--- src/rtl/desc_idx_pkg.sv ---
package desc_idx_pkg;
  typedef enum logic {
    ADDR_BOUND = 1'b0,
    ADDR_CTRL  = 1'b1
  } reg_addr_e;

  localparam int CTRL_RUN_BIT = 0;
  localparam int CTRL_ERR_BIT = 1;
endpackage

--- src/rtl/desc_idx_regs.sv ---
module desc_idx_regs
  import desc_idx_pkg::*;
#(
  parameter int IDX_W  = 8,
  parameter int DATA_W = 16
) (
  input  logic              clk,
  input  logic              rst,
  input  logic              wr_en,
  input  logic              wr_addr,
  input  logic [DATA_W-1:0] wr_data,
  input  logic              rd_addr,
  output logic [DATA_W-1:0] rd_data,
  output logic [IDX_W-1:0]  bound_o,
  output logic              run_o,
  output logic              err_o,
  output logic              start_o
);
  localparam int PAD_W = DATA_W - IDX_W;

  logic [IDX_W-1:0]  bound_q;
  logic              run_q;
  logic              err_q;
  logic              wr_bound;
  logic              wr_ctrl;
  logic              run_req;
  logic              bound_ok;
  logic              start_bad;
  logic [DATA_W-1:0] ctrl_word;
  logic              unused_wr_hi;

  assign wr_bound  = wr_en && (wr_addr == ADDR_BOUND);
  assign wr_ctrl   = wr_en && (wr_addr == ADDR_CTRL);
  assign run_req   = wr_data[CTRL_RUN_BIT];
  assign bound_ok  = (bound_q != '0);
  assign start_o   = wr_ctrl && run_req && !run_q && bound_ok;
  assign start_bad = wr_ctrl && run_req && !run_q && !bound_ok;
  assign unused_wr_hi = ^wr_data[DATA_W-1:IDX_W];

  always_comb begin
    ctrl_word = '0;
    ctrl_word[CTRL_RUN_BIT] = run_q;
    ctrl_word[CTRL_ERR_BIT] = err_q;
  end

  always_ff @(posedge clk) begin
    if (rst) begin
      bound_q <= '0;
      run_q   <= 1'b0;
      err_q   <= 1'b0;
      rd_data <= '0;
    end else begin
      if (wr_bound && !run_q) bound_q <= wr_data[IDX_W-1:0];
      if (wr_ctrl) run_q <= run_req && (run_q || bound_ok);
      if (start_bad) err_q <= 1'b1;
      else if (wr_ctrl && wr_data[CTRL_ERR_BIT]) err_q <= 1'b0;
      if (rd_addr == ADDR_CTRL) rd_data <= ctrl_word;
      else rd_data <= {{PAD_W{1'b0}}, bound_q};
    end
  end

  assign bound_o = bound_q;
  assign run_o   = run_q;
  assign err_o   = err_q;
endmodule

--- src/rtl/desc_idx_ctr.sv ---
module desc_idx_ctr #(
  parameter int IDX_W = 8
) (
  input  logic             clk,
  input  logic             rst,
  input  logic             run_i,
  input  logic             start_i,
  input  logic             done_i,
  input  logic [IDX_W-1:0] bound_i,
  output logic [IDX_W-1:0] cur_o,
  output logic             wrap_o
);
  logic at_end;
  assign at_end = (cur_o == bound_i);

  always_ff @(posedge clk) begin
    if (rst) begin
      cur_o  <= '0;
      wrap_o <= 1'b0;
    end else begin
      wrap_o <= 1'b0;
      if (start_i) begin
        cur_o <= '0;
      end else if (run_i && done_i) begin
        if (at_end) begin
          cur_o  <= '0;
          wrap_o <= 1'b1;
        end else begin
          cur_o <= cur_o + 1'b1;
        end
      end
    end
  end
endmodule

--- src/rtl/desc_idx_seq.sv ---
module desc_idx_seq #(
  parameter int IDX_W  = 8,
  parameter int DATA_W = 16
) (
  input  logic              clk,
  input  logic              rst,
  input  logic              wr_en,
  input  logic              wr_addr,
  input  logic [DATA_W-1:0] wr_data,
  input  logic              rd_addr,
  output logic [DATA_W-1:0] rd_data,
  input  logic              done_i,
  output logic              run_o,
  output logic              err_o,
  output logic [IDX_W-1:0]  cur_idx_o,
  output logic              wrap_o
);
  logic [IDX_W-1:0] bound_q;
  logic             start_w;

  desc_idx_regs #(.IDX_W(IDX_W), .DATA_W(DATA_W)) i_regs (
    .clk(clk), .rst(rst), .wr_en(wr_en), .wr_addr(wr_addr), .wr_data(wr_data),
    .rd_addr(rd_addr), .rd_data(rd_data), .bound_o(bound_q), .run_o(run_o),
    .err_o(err_o), .start_o(start_w)
  );

  desc_idx_ctr #(.IDX_W(IDX_W)) i_ctr (
    .clk(clk), .rst(rst), .run_i(run_o), .start_i(start_w), .done_i(done_i),
    .bound_i(bound_q), .cur_o(cur_idx_o), .wrap_o(wrap_o)
  );
endmodule

--- config.mk ---
export PLATFORM = sky130hd
export DESIGN_NAME = desc_idx_seq
export DESIGN_NICKNAME = d
export VERILOG_FILES = /design/src/rtl/desc_idx_pkg.sv /design/src/rtl/desc_idx_regs.sv /design/src/rtl/desc_idx_ctr.sv /design/src/rtl/desc_idx_seq.sv
export SDC_FILE = /design/constraint.sdc
export NUM_CORES = 1
export LEC_CHECK = 0
export BUFFER_PORTS_ARGS = -buffer_cell sky130_fd_sc_hd__buf_2
export CORE_AREA = 2 2 49 62
export DETAILED_ROUTE_END_ITERATION = 12
export DIE_AREA = 0 0 51 64
export PLACE_DENSITY = 0.75
export SLEW_MARGIN = 40
export SYNTH_ARGS = -nofsm -noshare
export SYNTH_HDL_FRONTEND = slang
export SYNTH_SLANG_ARGS = --single-unit
--- constraint.sdc ---
create_clock -name clk -period 1.5 [get_ports clk]
set_input_delay 0 -clock clk [delete_from_list [all_inputs] [get_ports clk]]
set_output_delay 0 -clock clk [all_outputs]
set_load 0.02 [all_outputs]
==> results.json, run 1 <==
{
  "htreeDepth": 1,
  "synthFlopType": "dfxtp_1",
  "muxShareOfSynthArea_pct": 9.21,
  "drive_above_1_share_pct": 30.0,
  "grt_first_pass_wirelength_um": 4000,
  "cp_top_family": "simple AND/OR/NAND/NOR gates",
  "critical_path_class": "register to register",
  "fin_util_pct": 58.0,
  "cts_tree": "yes",
  "antenna_cells": 0,
  "start_util_pct": 45.1,
  "grt-ovfl-total": 0,
  "first_iter_violations": 21,
  "remaining_drc_errors": 0,
  "dp_hpwl_um": 1780,
  "core_mm2": 0.00265,
  "hold_class": "input port to register",
  "status": "completed",
  "synth-async-reset-ratio_pct": 0,
  "synth-seq-cells": 27,
  "antenna_found_initial": 0,
  "clk_pin_slew_ns": 0.13,
  "crit_path_end_kind": "register",
  "track_usage_pct": 15.6,
  "maxSlewViolCount": 0,
  "path_buf_inv": 1,
  "core.rowCount": 21,
  "wire_per_inst_um": 11.7,
  "fin_worst_skew_ns": 0.00357,
  "rsz0062_at_grt": "no",
  "fmax_ghz": 0.727,
  "final.fill_count": 228,
  "finalSetupViolations": 0,
  "nNetsFinal": 194,
  "p_leak_nw": 0.718,
  "grtUsageMet2_pct": 29.1,
  "grt_pass1_vias": 916,
  "setup_slack_ns": 0.124,
  "finalPower_mw": 1.26,
  "synth_compound_area_share_pct": 1.67,
  "synth_fa_ha_area_share_pct": 1.05,
  "period_share_pct": 91.8,
  "place_ws_ns": 0.0223,
  "seqCellArea_um2": 542,
  "die_w_um": 51,
  "synth_xor_area_share_pct": 11.0,
  "cp_slowest_cell": "dfxtp_1",
  "cp.required_ns": 1.76,
  "cp.arrival_ns": 1.64,
  "startpoint_type": "register",
  "netlist_instances": 119,
  "cts_made_buffers": 3,
  "area_growth_pct": 28.8,
  "gp_congestion": 0.772,
  "cts.sinks": 27,
  "insertion_delay_ns": 0.31,
  "cpPeakStageDelay_ns": 0.50,
  "syn_area_per_cell_um2": 10.1,
  "dieArea_mm2": 0.00326,
  "hold_violations": 0,
  "gr-usage-met1_pct": 17.2,
  "ys_types": 28,
  "synth-edff-count": 0,
  "yosys_warnings": 0,
  "totalWireLength_um": 2390,
  "ys_top_cells_by_count": "27 x dfxtp_1, 13 x nor2_1, 11 x mux2i_1",
  "met3_usage_pct": 2.10,
  "pin_count": 49,
  "grt_max_degree": 15,
  "ys_top_cells_by_area": "dfxtp_1 45%, mux2i_1 9.2%, xor2_1 5.9%",
  "via_count": 989,
  "synth_most_common_cell": "dfxtp_1",
  "yosysTopAreaCell": "dfxtp_1",
  "timing.hold.ws_ns": 0.0142,
  "busiest_layer": "met2",
  "multiInputGateArea_um2": 604,
  "ir_drop_mv": 0.384,
  "syn_area_mm2": 0.00120,
  "drt-vias-per-instance": 4.85,
  "seq_area_frac_synth_pct": 45.2,
  "yosysTopAreaCellShare_pct": 45.2,
  "fp.dieH_um": 64,
  "maxCapViolCount": 0,
  "p_per_area_mw_per_mm2": 821,
  "clockBufferDepth": 2,
  "tns_ns": 0,
  "numPortBuffers": 32,
  "synth_top_family_by_area": "simple AND/OR/NAND/NOR gates",
  "finalCriticalPeriod_ns": 1.38,
  "worstPathMaxFanout": 9,
  "path_cells": "nand2_1 -> nor4_4 -> buf_4 -> nor2b_1",
  "cts_setup_buffers": 0,
  "yosys.area_share.simple_pct": 24.9,
  "dr.pass1.iters": 4,
  "cts_root_buffer": "clkbuf_4",
  "ant_nets": 0
}
## worst register-to-register path, stage by stage, from the launching register on
cell	delay (ns)
dfxtp_1	0.50
nand2_1	0.21
nor4_4	0.29
buf_4	0.20
nor2b_1	0.13
## worst paths after layout
check	end	slack (ns)	cells after the start	startpoint
worst max-delay path	i_ctr.wrap_o	0.12	4	i_regs.run_o
worst min-delay path	i_regs.rd_data[1]	0.01	2	rst
worst max register to register	i_ctr.wrap_o	0.12	4	i_regs.run_o
worst min register to register	i_regs.rd_data[2]	0.55	1	i_regs.bound_o[2]
## routing by layer
layer / vias to the layer above / wire length (um)
met5: - / 0
met4: 0 / 41
met3: 6 / 111
met2: 38 / 1240
met1: 450 / 994
li1: 495 / -
## flip-flops by register name, summed over array words and instances (netlist names)
| name | flops |
|---|---|
| i_regs.rd_data | 8 |
| i_regs.run_o | 1 |
| i_ctr.cur_o | 8 |
| i_ctr.wrap_o | 1 |
| i_regs.bound_o | 8 |
| i_regs.err_o | 1 |
## report_power, final
group	leakage, nW	switching (mW)	total [mW]	internal, mW
Sequential	0.219	0.0237	0.762	0.739
Clock	0.0150	0.196	0.300	0.104
Combinational	0.483	0.108	0.203	0.0946
Total	0.718	0.328	1.26	0.937
## stage by stage
stage          instances  instance area [um^2]
6_report             204                  1540
5_1_grt              204                  1540
4_1_cts              204                  1540
3_5_place_dp         191                  1420
3_3_place_gp         191                  1420
2_1_floorplan        126                  1220
## layout make-up
class / instances / area share, %
multi-input cells: 88 / 39.2
well taps: 34 / 2.76
flip-flops and latches: 27 / 35.2
repair buffers: 51 / 21.1
clock buffers: 4 / 1.71
## repair_timing
action	CTS	global route
pin swaps	0	1
endpoints found under the setup margin	1	9
hold buffers	9	0
gates cloned	0	0
gates resized for setup	1	2
endpoints found under the hold margin	11	0
## logic make-up (layout without fill, tap and decap cells)
| logic type | after synthesis | after routing |
|---|---|---|
| adder cells (fa/ha/maj) | 1 | 1 |
| buffers and inverters | 11 | 55 |
| other | 1 | 8 |
| AND/OR/NAND/NOR | 50 | 50 |
| XOR/XNOR | 15 | 15 |
| multiplexers | 11 | 11 |
| flip-flops | 27 | 27 |
| AO/OA/AOI/OAI | 3 | 3 |
## placed cells by master, fill, tap and decap left out, drive strengths merged, types with 2 or more instances in the layout
cell,n
and2,6
and3,2
buf,42
clkbuf,4
conb,8
dfxtp,27
dlygate4sd3,9
mux2i,11
nand2,4
nand3,4
nand4,4
nor2,13
nor3,9
nor4,3
xnor2,7
xor2,8
Power figures use the tool's default switching activity.
==> inputs of run 2 (changes only) <==
Settings changed: CTS_CLUSTER_SIZE from default to 16, PLACE_DENSITY 0.75 to 0.86.
==> run 2 against run 1 <==
  * Critical path depth did not move
  * Core utilization rose by 0.71 points
  * Worst hold slack improved by 0.0030 ns
  * Clock skew rose by 0.0085 ns
  * Count of clock-buffer cells in the layout fell by 1
  * Routed wire length rose by 9.1%
  * Design area rose by 1.2%
  * Flip-flop and latch count did not move
==> results.json, run 2 (same netlist as run 1, synthesis figures left out) <==
{
  "status": "completed",
  "fin_util_pct": 58.7,
  "hold_violations": 0,
  "cts_made_buffers": 3,
  "worstPathMaxFanout": 9,
  "start_util_pct": 45.1,
  "tns_ns": 0,
  "remaining_drc_errors": 0,
  "dieArea_mm2": 0.00326,
  "hold_class": "input port to register",
  "cts_tree": "yes",
  "maxCapViolCount": 0,
  "nNetsFinal": 195,
  "pin_count": 49,
  "crit_path_end_kind": "register",
  "finalSetupViolations": 0,
  "wire_per_inst_um": 12.7,
  "numPortBuffers": 32,
  "layout_common_cells": "32 x buf_2, 24 x dfxtp_1, 13 x nor2_1",
  "track_usage_pct": 17.0,
  "htreeDepth": 1,
  "drive_above_1_share_pct": 30.4,
  "layout_commonest_cell": "buf_2",
  "fmax_ghz": 0.701,
  "cts_root_buffer": "clkbuf_4",
  "finalCriticalPeriod_ns": 1.43,
  "critical_path_class": "register to register",
  "final.fill_count": 223,
  "grt_first_pass_wirelength_um": 4200,
  "gp_congestion": 0.791,
  "clk_pin_slew_ns": 0.15,
  "startpoint_type": "register",
  "reg2reg_slack_ns": 0.07,
  "grt_pass1_vias": 882,
  "fin_worst_skew_ns": 0.0121,
  "met1_length_um": 1030,
  "cts.sinks": 27,
  "ant_nets": 0,
  "top_layer": "met4",
  "route.met3.wl_um": 131,
  "setup_slack_ns": 0.0726,
  "fp.dieH_um": 64,
  "drt-vias-per-instance": 4.88,
  "period_share_pct": 95.2,
  "dr.pass1.iters": 4,
  "dp_hpwl_um": 1790,
  "routed-wl-met2_um": 1400,
  "cp.required_ns": 1.75,
  "die_w_um": 51,
  "area_growth_pct": 30.3,
  "place_ws_ns": -0.0507,
  "insertion_delay_ns": 0.34,
  "multiInputGateArea_um2": 604,
  "clockBufferDepth": 2,
  "cp.arrival_ns": 1.68,
  "p_leak_nw": 0.723,
  "grt-ovfl-total": 0,
  "core_mm2": 0.00265,
  "finalPower_mw": 1.30,
  "core.rowCount": 21,
  "p_per_area_mw_per_mm2": 834,
  "first_iter_violations": 37,
  "ir_drop_mv": 0.388,
  "seqCellArea_um2": 544,
  "antenna_found_initial": 0,
  "via_count": 1001,
  "antenna_cells": 0,
  "grt_max_degree": 16,
  "maxSlewViolCount": 0,
  "totalWireLength_um": 2600
}
[run 2: report_power, final]
group | switching, mW | internal [mW]
Clock | 0.223 | 0.101
Sequential | 0.0252 | 0.740
Combinational | 0.110 | 0.102
Total | 0.357 | 0.942
[run 2: path summary, 6_finish.rpt]
path / from / endpoint / cells past startpoint
min: wr_addr / i_regs.err_o / 4
max reg2reg: i_regs.bound_o[2] / i_ctr.cur_o[6] / 4
min reg2reg: i_regs.bound_o[3] / i_regs.rd_data[3] / 1
max: i_regs.bound_o[2] / i_ctr.cur_o[6] / 4
[run 2: layout make-up]
class / instances / area share [%]
Multi-Input combinational cell: 88 / 38.8
Tap cell: 34 / 2.73
Sequential cell: 27 / 34.9
Clock buffer: 3 / 1.44
Timing Repair Buffer: 52 / 21.8
Clock inverter: 1 / 0.321
[run 2: metrics by stage]
stage | hold slack, ns | area [um^2] | std cells
after floorplan | 0.0724 | 1220 | 126
after global placement | 0.236 | 1400 | 188
after detailed placement | 0.249 | 1400 | 188
after CTS | 0.0165 | 1550 | 204
after global routing | 0.0227 | 1560 | 205
final | 0.0172 | 1560 | 205
[run 2: routing by layer]
metal  GRT usage, %  vias up
met2           30.5       30
met3           2.80        5
li1               -      496
met5              0        -
met4           7.09        0
met1           19.4      470
[run 2: critical path: stages, from the launching register on]
cell,delay [ns]
dfxtp_2,0.38
nor4_2,0.32
a21oi_1,0.12
or2_4,0.29
nor3_1,0.24
[run 2: timing repair]
item | in CTS | in global routing
resized for setup | 2 | 3
hold endpoints to repair | 12 | 0
gates cloned | 0 | 0
endpoints found under the setup margin | 8 | 3
buffers inserted | 0 | 1
hold buffers | 12 | 0
pin swaps | 0 | 1
==> inputs of run 3 (changes only) <==
Clock period 1.5 ns to 1.55 ns, I/O delays scaled along.
==> run 3 against run 2 <==
  * Final cell count decreased by 2.0%
  * Design area fell by 2.7%
  * Power decreased by 5.3%
  * Critical endpoint unchanged
  * Largest cell class unchanged
  * Highest routed layer unchanged
==> results.json, run 3 (same netlist as run 1, synthesis figures left out) <==
{
  "fp.dieH_um": 64,
  "htreeDepth": 1,
  "first_iter_violations": 16,
  "dr.pass1.iters": 4,
  "dpl.cell_count": 187,
  "grt_max_degree": 15,
  "core.rowCount": 21,
  "via_count": 949,
  "critical_path_class": "register to register",
  "status": "completed",
  "remaining_drc_errors": 0,
  "cp_slowest_cell": "dfxtp_1",
  "cp.required_ns": 1.79,
  "ir_drop_mv": 0.374,
  "grt-ovfl-total": 0,
  "layout_commonest_cell": "buf_2",
  "grt_first_pass_wirelength_um": 4000,
  "core_mm2": 0.00265,
  "clockBufferDepth": 2,
  "met1_length_um": 1050,
  "maxCapViolCount": 0,
  "insertion_delay_ns": 0.32,
  "worstPathMaxFanout": 9,
  "cts_made_buffers": 3,
  "totalWireLength_um": 2340,
  "cts.sinks": 27,
  "reg2reg_depth": 4,
  "min_path_cells": 2,
  "ant_nets": 0,
  "finalSetupViolations": 0,
  "fmax_ghz": 0.730,
  "tns_ns": 0,
  "period_share_pct": 88.3,
  "track_usage_pct": 15.6,
  "reg2reg_to": "i_ctr.cur_o[6]",
  "cpPeakStageDelay_ns": 0.38,
  "drive_above_1_share_pct": 28.1,
  "rr_startpoint": "i_regs.bound_o[7]",
  "start_util_pct": 45.1,
  "antenna_found_initial": 0,
  "rsz0062_at_grt": "no",
  "cts_tree": "yes",
  "fin_worst_skew_ns": 0.0110,
  "hp-start": "rst",
  "dieArea_mm2": 0.00326,
  "antenna_cells": 0,
  "pin_count": 49,
  "top_layer": "met4",
  "cp.arrival_ns": 1.61,
  "p_per_area_mw_per_mm2": 811,
  "dp_hpwl_um": 1770,
  "p_leak_nw": 0.701,
  "finalCriticalPeriod_ns": 1.37,
  "route.met3.wl_um": 107,
  "cts_root_buffer": "clkbuf_4",
  "hold_violations": 0,
  "layout_common_cells": "32 x buf_2, 27 x dfxtp_1, 13 x nor2_1",
  "path_buf_inv": 0,
  "die_w_um": 51,
  "timing.hold.ws_ns": 0.000580,
  "area_growth_pct": 26.8,
  "hold-path-endpoint": "i_regs.rd_data[1]",
  "nNetsFinal": 191,
  "stdcell_count": 201,
  "final.fill_count": 228,
  "grt_pass1_vias": 934,
  "routed-wl-met2_um": 1160,
  "maxSlewViolCount": 0,
  "numPortBuffers": 32,
  "drt-vias-per-instance": 4.72,
  "path_cells": "nor4_2 -> a21oi_1 -> or2_4 -> nor3_1",
  "multiInputGateArea_um2": 604,
  "startpoint_type": "register",
  "seqCellArea_um2": 541,
  "hold_class": "input port to register",
  "gp_congestion": 0.806,
  "clk_pin_slew_ns": 0.14,
  "cp_top_family": "simple AND/OR/NAND/NOR gates",
  "crit_path_end_kind": "register",
  "reg2reg_slack_ns": 0.18,
  "wire_per_inst_um": 11.6
}
-- run 3: changes by cell type in the layout (fill, tap and decap cells not counted), sizes merged --
cell	previous run	this run
buf	40	39
clkbuf	3	4
clkinv	1	0
dlygate4sd3	12	9
-- run 3: metal layers --
layer / up-vias / GRT usage [%]
li1: 492 / -
met1: 427 / 19.1
met2: 28 / 27.4
met3: 2 / 2.10
met4: 0 / 5.41
met5: - / 0
-- run 3: how the worst max path moves through the flow --
stage | from | to | slack [ns] | depth (start not counted)
CTS | i_regs.bound_o[7] | i_ctr.cur_o[2] | 0.04 | 4
global route | i_regs.bound_o[7] | i_ctr.cur_o[7] | 0.06 | 4
floorplan | i_regs.run_o | i_ctr.wrap_o | 0.17 | 3
finish | i_regs.bound_o[7] | i_ctr.cur_o[6] | 0.18 | 4
global placement | i_regs.bound_o[7] | i_ctr.cur_o[2] | 0.13 | 4
detailed placement | i_regs.bound_o[7] | i_ctr.cur_o[6] | 0.06 | 4
-- run 3: area by class of cell --
cell class / count / area share (%)
Multi-Input combinational cell: 88 / 39.9
Sequential cell: 27 / 35.6
Timing Repair Buffer: 48 / 20.0
Tap cell: 34 / 2.81
Clock buffer: 4 / 1.73
-- run 3: power by group --
part           internal (mW)  total [mW]  leakage (nW)  switching, mW
logic                 0.0907       0.195         0.467          0.104
clock network          0.101       0.298        0.0150          0.197
registers              0.715       0.738         0.219         0.0231
-- run 3: what timing repair did --
action / 4_1_cts / 5_1_grt
endpoints found under the setup margin: 0 / 9
setup buffers: 0 / 1
resized for setup: 0 / 2
hold buffers: 9 / 0
endpoints found under the hold margin: 11 / 0
-- run 3: per-stage QoR --
stage / cell area (um^2) / utilization, % / setup slack, ns / power (mW)
3_3_place_gp: 1390 / 52.4 / 0.134 / 0.921
2_1_floorplan: 1220 / - / 0.170 / 0.889
6_report: 1520 / 57.1 / 0.181 / 1.23
3_5_place_dp: 1390 / 52.4 / 0.0646 / 0.927
4_1_cts: 1510 / 56.8 / 0.0440 / 1.23
5_1_grt: 1520 / 57.1 / 0.0618 / 1.28
